### config.mk
export PLATFORM = sky130hd
export DESIGN_NAME = rdSeqTop
export DESIGN_NICKNAME = d
export VERILOG_FILES = /design/src/rtl/rdSeqPkg.sv /design/src/rtl/rdSeqCtrl.sv /design/src/rtl/rdSeqDatapath.sv /design/src/rtl/rdSeqTop.sv
export SDC_FILE = /design/constraint.sdc
export NUM_CORES = 1
export LEC_CHECK = 0
export ABC_CLOCK_PERIOD_IN_PS = 3200
export BUFFER_PORTS_ARGS = -buffer_cell sky130_fd_sc_hd__buf_2
export CAP_MARGIN = 15
export CORE_ASPECT_RATIO = 1.25
export CORE_MARGIN = 2
export CORE_UTILIZATION = 50
export CTS_CLUSTER_SIZE = 25
export DETAILED_ROUTE_END_ITERATION = 8
export PLACE_DENSITY = 0.8
export SETUP_SLACK_MARGIN = 0.3
export SLEW_MARGIN = 20
export SYNTH_ARGS = -nofsm -noshare
export SYNTH_HDL_FRONTEND = slang
export SYNTH_SLANG_ARGS = --single-unit
### constraint.sdc
create_clock -name clk -period 3.2 [get_ports clk]
set_clock_uncertainty 0.05 [all_clocks]
set_input_delay 0.96 -clock clk [delete_from_list [all_inputs] [get_ports clk]]
set_output_delay 0.96 -clock clk [all_outputs]
set_load 0.02 [all_outputs]
### src/rtl/rdSeqPkg.sv
package rdSeqPkg;
  localparam int ON_W  = 4;
  localparam int OFF_W = 5;
  localparam int CNT_W = OFF_W;
  localparam int N_STROBE = 3;

  // timing captured at request acceptance
  typedef struct packed {
    logic [ON_W-1:0]  csOn;
    logic [OFF_W-1:0] csOff;
    logic [ON_W-1:0]  advOn;
    logic [OFF_W-1:0] advOff;
    logic [ON_W-1:0]  oeOn;
    logic [OFF_W-1:0] oeOff;
    logic [CNT_W-1:0] capIdx;
    logic [CNT_W-1:0] lastIdx;
    logic             mux;
  } rdTiming_t;

  // control to datapath
  typedef struct packed {
    logic accept;
    logic drvAddr;
    logic dirIn;
    logic capture;
  } rdStrobe_t;

  function automatic logic inWindow(input logic [CNT_W-1:0] cnt,
                                    input logic [ON_W-1:0]  onAt,
                                    input logic [OFF_W-1:0] offAt);
    return (cnt >= CNT_W'(onAt)) && (cnt < offAt);
  endfunction
endpackage

### src/rtl/rdSeqCtrl.sv
module rdSeqCtrl
  import rdSeqPkg::*;
(
  input  logic             clk,
  input  logic             rstN,
  input  logic             reqValid,
  input  logic [ON_W-1:0]  cfgCsOn,
  input  logic [OFF_W-1:0] cfgCsOff,
  input  logic [ON_W-1:0]  cfgAdvOn,
  input  logic [OFF_W-1:0] cfgAdvOff,
  input  logic [ON_W-1:0]  cfgOeOn,
  input  logic [OFF_W-1:0] cfgOeOff,
  input  logic [CNT_W-1:0] cfgAccess,
  input  logic [CNT_W-1:0] cfgCycle,
  input  logic             cfgMux,
  output logic             reqReady,
  output logic             memCsN,
  output logic             memAdvN,
  output logic             memOeN,
  output rdStrobe_t        st
);
  logic             busy;
  logic [CNT_W-1:0] cnt;
  rdTiming_t        tim;
  rdTiming_t        timNext;
  logic             accept;
  logic             endNow;
  logic [ON_W-1:0]  onV  [N_STROBE];
  logic [OFF_W-1:0] offV [N_STROBE];
  logic [N_STROBE-1:0] winOn;

  // derive last cycle and clamped capture index once, at acceptance
  always_comb begin
    timNext.csOn    = cfgCsOn;
    timNext.csOff   = cfgCsOff;
    timNext.advOn   = cfgAdvOn;
    timNext.advOff  = cfgAdvOff;
    timNext.oeOn    = cfgOeOn;
    timNext.oeOff   = cfgOeOff;
    timNext.mux     = cfgMux;
    timNext.lastIdx = (cfgCycle == '0) ? '0 : cfgCycle - CNT_W'(1);
    timNext.capIdx  = (cfgAccess > timNext.lastIdx) ? timNext.lastIdx : cfgAccess;
  end

  assign accept = reqValid && !busy;
  assign endNow = busy && (cnt == tim.lastIdx);

  always_ff @(posedge clk) begin
    if (!rstN) begin
      busy <= 1'b0;
      cnt  <= '0;
      tim  <= '0;
    end else if (accept) begin
      busy <= 1'b1;
      cnt  <= '0;
      tim  <= timNext;
    end else if (busy) begin
      if (endNow) busy <= 1'b0;
      else        cnt  <= cnt + CNT_W'(1);
    end
  end

  always_comb begin
    onV[0] = tim.csOn;  offV[0] = tim.csOff;
    onV[1] = tim.advOn; offV[1] = tim.advOff;
    onV[2] = tim.oeOn;  offV[2] = tim.oeOff;
  end

  for (genvar g = 0; g < N_STROBE; g++) begin : gWin
    assign winOn[g] = busy && inWindow(cnt, onV[g], offV[g]);
  end

  assign memCsN   = !winOn[0];
  assign memAdvN  = !winOn[1];
  assign memOeN   = !winOn[2];
  assign reqReady = !busy;

  always_comb begin
    st.accept  = accept;
    st.drvAddr = busy && tim.mux && (cnt < CNT_W'(tim.oeOn));
    st.dirIn   = busy && (cnt >= CNT_W'(tim.oeOn));
    st.capture = busy && (cnt == tim.capIdx);
  end

  // every access starts from cycle 0
  a_r1_start_at_zero: assert property (@(posedge clk) disable iff (!rstN)
    $rose(busy) |-> (cnt == '0));

  // counter advances by one each cycle until the last one
  a_r7_count_steps: assert property (@(posedge clk) disable iff (!rstN)
    (busy && !endNow) |=> (busy && cnt == $past(cnt) + CNT_W'(1)));

  // all strobes released right after the final cycle
  a_r7_end_releases: assert property (@(posedge clk) disable iff (!rstN)
    endNow |=> (memCsN && memAdvN && memOeN && reqReady));

  // captured timing frozen during the access
  a_r10_timing_frozen: assert property (@(posedge clk) disable iff (!rstN)
    busy |=> $stable(tim));

  // direction is inbound whenever output enable has just asserted
  a_r5_dir_with_oe: assert property (@(posedge clk) disable iff (!rstN)
    $fell(memOeN) |-> st.dirIn);
endmodule

### src/rtl/rdSeqDatapath.sv
module rdSeqDatapath
  import rdSeqPkg::*;
#(
  parameter int ADDR_W = 16,
  parameter int DATA_W = 16
) (
  input  logic              clk,
  input  logic              rstN,
  input  rdStrobe_t         st,
  input  logic [ADDR_W-1:0] reqAddr,
  input  logic [DATA_W-1:0] busIn,
  output logic [ADDR_W-1:0] memAddr,
  output logic [DATA_W-1:0] busOut,
  output logic              busDrive,
  output logic [DATA_W-1:0] rdData,
  output logic              rdValid
);
  logic [ADDR_W-1:0] addrReg;
  logic [DATA_W-1:0] keepReg;
  logic [DATA_W-1:0] addrOnBus;
  logic              validReg;

  always_ff @(posedge clk) begin
    if (!rstN) begin
      addrReg  <= '0;
      keepReg  <= '0;
      validReg <= 1'b0;
    end else begin
      if (st.accept)  addrReg <= reqAddr;
      if (st.capture) keepReg <= busIn;
      validReg <= st.capture;
    end
  end

  if (ADDR_W >= DATA_W) begin : gAddrWide
    assign addrOnBus = addrReg[DATA_W-1:0];
  end else begin : gAddrNarrow
    assign addrOnBus = {{(DATA_W-ADDR_W){1'b0}}, addrReg};
  end

  assign memAddr  = addrReg;
  assign busDrive = !st.dirIn;
  assign busOut   = st.drvAddr ? addrOnBus : keepReg;
  assign rdData   = keepReg;
  assign rdValid  = validReg;

  // a capture edge yields the sampled value with a valid pulse
  a_r6_capture_valid: assert property (@(posedge clk) disable iff (!rstN)
    st.capture |=> (rdValid && rdData == $past(busIn)));

  // kept bus value does not move without a capture or address phase
  a_r9_keep_stable: assert property (@(posedge clk) disable iff (!rstN)
    (!$past(st.capture) && !$past(st.drvAddr) && !st.drvAddr && busDrive)
      |-> $stable(busOut));
endmodule

### src/rtl/rdSeqTop.sv
module rdSeqTop
  import rdSeqPkg::*;
#(
  parameter int ADDR_W = 16,
  parameter int DATA_W = 16
) (
  input  logic              clk,
  input  logic              rstN,
  input  logic              reqValid,
  input  logic [ADDR_W-1:0] reqAddr,
  output logic              reqReady,
  output logic [DATA_W-1:0] rdData,
  output logic              rdValid,
  input  logic [3:0]        cfgCsOn,
  input  logic [4:0]        cfgCsOff,
  input  logic [3:0]        cfgAdvOn,
  input  logic [4:0]        cfgAdvOff,
  input  logic [3:0]        cfgOeOn,
  input  logic [4:0]        cfgOeOff,
  input  logic [4:0]        cfgAccess,
  input  logic [4:0]        cfgCycle,
  input  logic              cfgMux,
  output logic              memCsN,
  output logic              memAdvN,
  output logic              memOeN,
  output logic              memDirIn,
  output logic [ADDR_W-1:0] memAddr,
  output logic [DATA_W-1:0] busOut,
  output logic              busDrive,
  input  logic [DATA_W-1:0] busIn
);
  rdStrobe_t st;

  rdSeqCtrl i_ctrl (
    .clk(clk), .rstN(rstN), .reqValid(reqValid),
    .cfgCsOn(cfgCsOn), .cfgCsOff(cfgCsOff),
    .cfgAdvOn(cfgAdvOn), .cfgAdvOff(cfgAdvOff),
    .cfgOeOn(cfgOeOn), .cfgOeOff(cfgOeOff),
    .cfgAccess(cfgAccess), .cfgCycle(cfgCycle), .cfgMux(cfgMux),
    .reqReady(reqReady), .memCsN(memCsN), .memAdvN(memAdvN),
    .memOeN(memOeN), .st(st)
  );

  rdSeqDatapath #(.ADDR_W(ADDR_W), .DATA_W(DATA_W)) i_data (
    .clk(clk), .rstN(rstN), .st(st), .reqAddr(reqAddr), .busIn(busIn),
    .memAddr(memAddr), .busOut(busOut), .busDrive(busDrive),
    .rdData(rdData), .rdValid(rdValid)
  );

  assign memDirIn = st.dirIn;
endmodule

=== Word level (Yosys, flattened, before mapping) ===
Index checks and enable logic that the tools add are counted.

* Register bits: 77
* Latch bits: 0
* Memory bits (writable): 0
* Memory bits (read-only): 0
* Word-level logic and storage cells: 54
* Memories: 0

* Add/sub/neg operators: 2
* $mul: 0
* Divide/modulo/power cells: 0
* $lt $le $gt $ge: 8
* Equality and inequality tests: 2
* Shift-type cells: 0
* Mux-type cells: 6
* Bitwise logic cells: 2
* Reduce and logical (&&, ||, !) cells: 20

{| class="wikitable"
|+ Operator list
! cell !! count
|-
| two-way mux 16 bit || 1
|-
| greater-or-equal comparator 5 x 4 -> 1 bit || 3
|-
| < comparator 5 bit || 3
|-
| logical AND 1 bit || 12
|-
| equality test 5 bit || 2
|-
| two-way mux 5 bit || 2
|-
| adder 5 x 1 -> 5 bit (second input constant) || 1
|-
| > comparator 5 bit || 1
|-
| logical NOT 1 bit || 5
|-
| logical NOT 5 bit || 1
|-
| < comparator 5 x 4 -> 1 bit || 1
|-
| subtractor 5 x 1 -> 5 bit (second input constant) || 1
|-
| two-way mux 1 bit || 3
|-
| inverter 1 bit || 2
|-
| AND reduction 2 bit || 1
|-
| OR reduction 2 bit || 1
|}

=== Logic depth before layout (Yosys ltp) ===
* Word-level depth: 5
* Gate-level depth with buffers: 12
* Gate-level depth less buffers: 12

=== Cells and area by module ===
A second synthesis with hierarchy kept.

* Cell total of the unflattened synthesis: 444
* Area total of the unflattened synthesis: 4,187.8 µm²

{| class="wikitable"
|+ By module, submodules not included
! module !! instances !! cells an instance !! area an instance (µm²) !! sequential area each (µm²)
|-
| rdSeqCtrl || 1 || 320 || 2,673.8 || 880.8
|-
| rdSeqDatapath || 1 || 124 || 1,514.0 || 660.6
|}

=== Worst setup path after synthesis ===
OpenSTA, ideal clock, no wires.

* Kind: reg2out
* From: register i_ctrl.cnt[2]
* To: output port memOeN
* Arrival time: 2.067 ns
* Data required time: 2.190 ns
* Slack: 0.123 ns
* Cell stages (with the launch flop): 6
* Path buffers: 0
* Cells stage by stage: dfxtp_1 ha_1 a21o_1 a211o_1 o21ai_0 or3_1

* Longest elaborated chain between the ends: 4
* Elaborated cells on any way between the ends: 5
* Classes of those cells: 2 x order compare; 3 x reduce/logical

{| class="wikitable"
|+ RTL lines
! item !! line !! source
|-
| start, declared || rdSeqCtrl.sv:23 || <nowiki>logic [CNT_W-1:0] cnt;</nowiki>
|-
| start signal, assigned || rdSeqCtrl.sv:59 || <nowiki>else cnt <= cnt + CNT_W'(1);</nowiki>
|-
| greater-or-equal comparator 5 x 4 -> 1 bit / < comparator 5 bit (equally long branches) || rdSeqPkg.sv:31 || <nowiki>return (cnt >= CNT_W'(onAt)) && (cnt < offAt);</nowiki>
|-
| logical AND 1 bit * || rdSeqPkg.sv:31 ||
|-
| logical AND 1 bit * || rdSeqCtrl.sv:70 || <nowiki>assign winOn[g] = busy && inWindow(cnt, onV[g], offV[g]);</nowiki>
|-
| logical NOT 1 bit * || rdSeqCtrl.sv:75 || <nowiki>assign memOeN = !winOn[2];</nowiki>
|-
| end, declared || rdSeqTop.sv:25 || <nowiki>output logic memOeN,</nowiki>
|}

Every way passes the cells marked *; elsewhere a longest branch is shown, timed or not.

=== Final worst setup path ===
* From: register i_ctrl.tim, in the netlist i_ctrl.onV[1]
* To: output port busOut[12]

* Longest elaborated chain between the ends: 3

{| class="wikitable"
|+ RTL lines
! item !! line !! source
|-
| start, declared || rdSeqCtrl.sv:24 || <nowiki>rdTiming_t tim;</nowiki>
|-
| start signal, assigned || rdSeqCtrl.sv:56 || <nowiki>tim <= timNext;</nowiki>
|-
| < comparator 5 x 4 -> 1 bit || rdSeqCtrl.sv:80 || <nowiki>st.drvAddr = busy && tim.mux && (cnt < CNT_W'(tim.oeOn));</nowiki>
|-
| logical AND 1 bit || rdSeqCtrl.sv:80 ||
|-
| two-way mux 16 bit || rdSeqDatapath.sv:43 || <nowiki>assign busOut = st.drvAddr ? addrOnBus : keepReg;</nowiki>
|-
| end, declared || rdSeqTop.sv:28 || <nowiki>output logic [DATA_W-1:0] busOut,</nowiki>
|}

Every way passes these cells.

==> metrics.csv <==
metric,value,unit
synth_xor_area_share,3.662,%
htreeDepth,3,
relSlewSlack,50.85,%
drv_cap,0,
max_freq,0.3101,GHz
cts_tree,built,
place.gp.congestion,0.8239,
muxShareOfSynthArea,10.65,%
grt_use_total,23.26,%
vias_per_cell,5.200,
clk_latency,0.34,ns
finalSetupViolations,15,
ys_warn_count,0,
vdd_ir_drop_max,0.3159,mV
timing.final.crit_share,100.8,%
final_cells,621,
ys_seq_area_share,41.01,%
clk_pin_slew,0.08,ns
timing.final.crit_period,3.224,ns
finalPower,2.309,mW
drc,0,
placed_cells,596,
drt_iter0_drc,162,
hpwl,6.629,mm
ant_nets,0,
syn_nets,488,
yosysTopAreaCellShare,41.01,%
placed_area,4487,sq um
syn_inst,384,
cts_hold_buf,0,
die_area,8231,sq um
min_path_type,reg2reg,
synth_compound_area_share,16.34,%
synthAdderAreaFrac,10.32,%
clock-root-buffer,clkbuf_8,
grt_pass1_vias,3216,
critPathMaxStageDelay,0.32,ns
critPathSlowestCell,dfxtp_1,
die_height,100.9,um
final_common_cell,buf_2,
hold_viol,0,
cts_buffer_depth,2,
cts_made_buffers,9,
grt_overflow,0,
layout_setup_ws,-0.02445,ns
drt_first_pass_iters,4,
postSynthAreaPerCell,9.788,sq um
synthSimpleGateAreaFrac,11.35,%
grt_pass1_wl,14.75,mm
synth_top_area_cell,dfxtp_1,
synth_cell_types,40,
ys_ff_latch,77,
final_cell_mix,"buf_2 (108), dfxtp_1 (72), o21ai_0 (36)",
synth_top_family_by_area,compound AO/OA/AOI/OAI gates,
wl,9.713,mm
fin_nets,629,
clock_sinks,77,
path_cells,inv_1 > ha_2 > a21o_1 > a211o_1 > nor2_4 > buf_6 > buf_16 > mux2_4 > buf_6,
die_w,81.55,um
end_kind,primary output,
required,2.19,ns
crit_path_start_kind,flip-flop,
violations,negative setup slack,
worst_pin_slew,0.7355,ns
rsz0062_at_grt,yes,
wl_per_cell,15.64,um
synth_area,3759,sq um
yosys-top-cells-area,"dfxtp_1 (41%), ha_1 (10%), a22o_1 (6.1%)",
status,finished with violations,
critPathKind,reg2out,
n_antenna_cell,0,
drv_slew,0,
num_rows,35,
port_buffers,127,
io_pins,128,
layout-drive-gt1-share,40.08,%
cellLeakagePower,2.345,nW
powerDensity,455.4,nW/um^2
antenna_found_initial,0,
syn_to_final_growth,34.92,%
vias,3229,
critPathMostFrequentCell,buf_6,
fin_area,5071,sq um
path_max_fanout,8,
core_area,7313,sq um
initial_core_util,51.39,%
arrival,2.21,ns
grt_max_degree,26,
cell type report:
class / count / area [sq um]
Clock inverter: 6 / 63.81
Fill cell: 559 / 2242
Inverter: 33 / 126.4
Clock buffer: 9 / 123.9
Tap cell: 92 / 115.1
Multi-Input combinational cell: 256 / 2142
Sequential cell: 77 / 1548
Timing Repair Buffer: 148 / 952.2
layer usage:
| layer | track usage (%) | vias up | wire [um] |
|---|---|---|---|
| met5 | 0 | - | 0 |
| met3 | 2.957 | 15 | 334 |
| met1 | 26.76 | 1526 | 3916 |
| met4 | 9.387 | 0 | 167 |
| met2 | 42.50 | 77 | 5295 |
| li1 | - | 1611 | - |
worst max-delay path, delay by kind of cell, from the launching register on:
kind,cells,cell delay [ns]
AO/OA/AOI/OAI,2,0.48
buffers and inverters,4,0.45
flip-flops,1,0.32
multiplexers,1,0.31
adder cells (fa/ha/maj),1,0.18
AND/OR/NAND/NOR,1,0.12
power by group:
part | switching (mW) | leakage (nW) | total (mW) | internal [mW]
Sequential | 0.0440 | 0.633 | 1.07 | 1.02
Combinational | 0.267 | 1.62 | 0.515 | 0.248
Clock | 0.370 | 0.0915 | 0.726 | 0.356
Total | 0.681 | 2.34 | 2.31 | 1.63
Yosys cell counts:
library cell   n
and2_2         1
mux2_1         8
and3_1         2
mux2_2         8
nand4_1        4
mux2i_1       22
nand4b_1       1
o211ai_1       1
buf_12         1
nand3_1        3
buf_2          7
a21o_1         5
a211oi_2       1
inv_1         33
a22o_1        26
buf_4          1
nor2_4         1
nor2_1        11
o21ai_0       40
o32ai_4        1
xor2_1         2
nor2b_1       17
nand2b_1       3
nand2_1       32
a211o_1        1
o211ai_2       1
and2_1         2
or3_1          2
ha_1          31
nor3_2         1
buf_6          4
nor3_1         2
xnor2_2        2
xnor2_1       10
dfxtp_1       77
a21oi_1        7
or4_1          2
a21boi_0       4
clkbuf_1       5
a211oi_1       2
flip-flops by register name (all words and copies together) (netlist names):
| signal | cells |
|---|---|
| i_ctrl.offV | 15 |
| i_data.rdValid | 1 |
| i_ctrl.tim | 11 |
| i_ctrl.onV | 12 |
| i_ctrl.busy | 1 |
| i_ctrl.cnt | 5 |
| i_data.rdData | 16 |
| i_data.memAddr | 16 |
logic make-up (layout without fill, tap and decap cells):
| family | Yosys count | after routing |
|---|---|---|
| AOI/OAI and AO/OA | 89 | 89 |
| xor gates and xnor gates | 14 | 14 |
| and+or+nand+nor | 84 | 84 |
| DFF | 77 | 77 |
| adders and majority gates | 31 | 31 |
| buffers and inverters | 51 | 196 |
| muxes | 38 | 38 |
stage by stage:
step           setup TNS, ns  setup WS (ns)  hold WS, ns  utilization, %
2_1_floorplan              0         0.3027       0.3928               -
3_3_place_gp               0         0.1100       0.4099           61.35
3_5_place_dp        -0.02149       -0.02149       0.4178           61.35
4_1_cts             -0.08886       -0.01034       0.4360           67.97
5_1_grt               -1.743        -0.1241       0.4534           69.34
6_report             -0.1654       -0.02445       0.4389           69.34
path summary, 6_finish.rpt:
check / from / end / slack, ns / cells after the start
hold / removal: i_ctrl.tim[7] / i_ctrl.tim[7] / 0.44 / 2
setup / recovery: i_ctrl.onV[1] / busOut[12] / -0.02 / 9
setup reg to reg: i_ctrl.busy / i_data.memAddr[6] / 1.20 / 5
hold reg to reg: i_ctrl.tim[7] / i_ctrl.tim[7] / 0.44 / 2
what timing repair did:
action | 4_1_cts | 5_1_grt
endpoints found under the setup margin | 21 | 26
pin swaps | 3 | 10
setup buffers | 2 | 7
gates resized for setup | 70 | 14
cloned | 1 | 0
No activity file was read; power rests on OpenSTA's default activity.
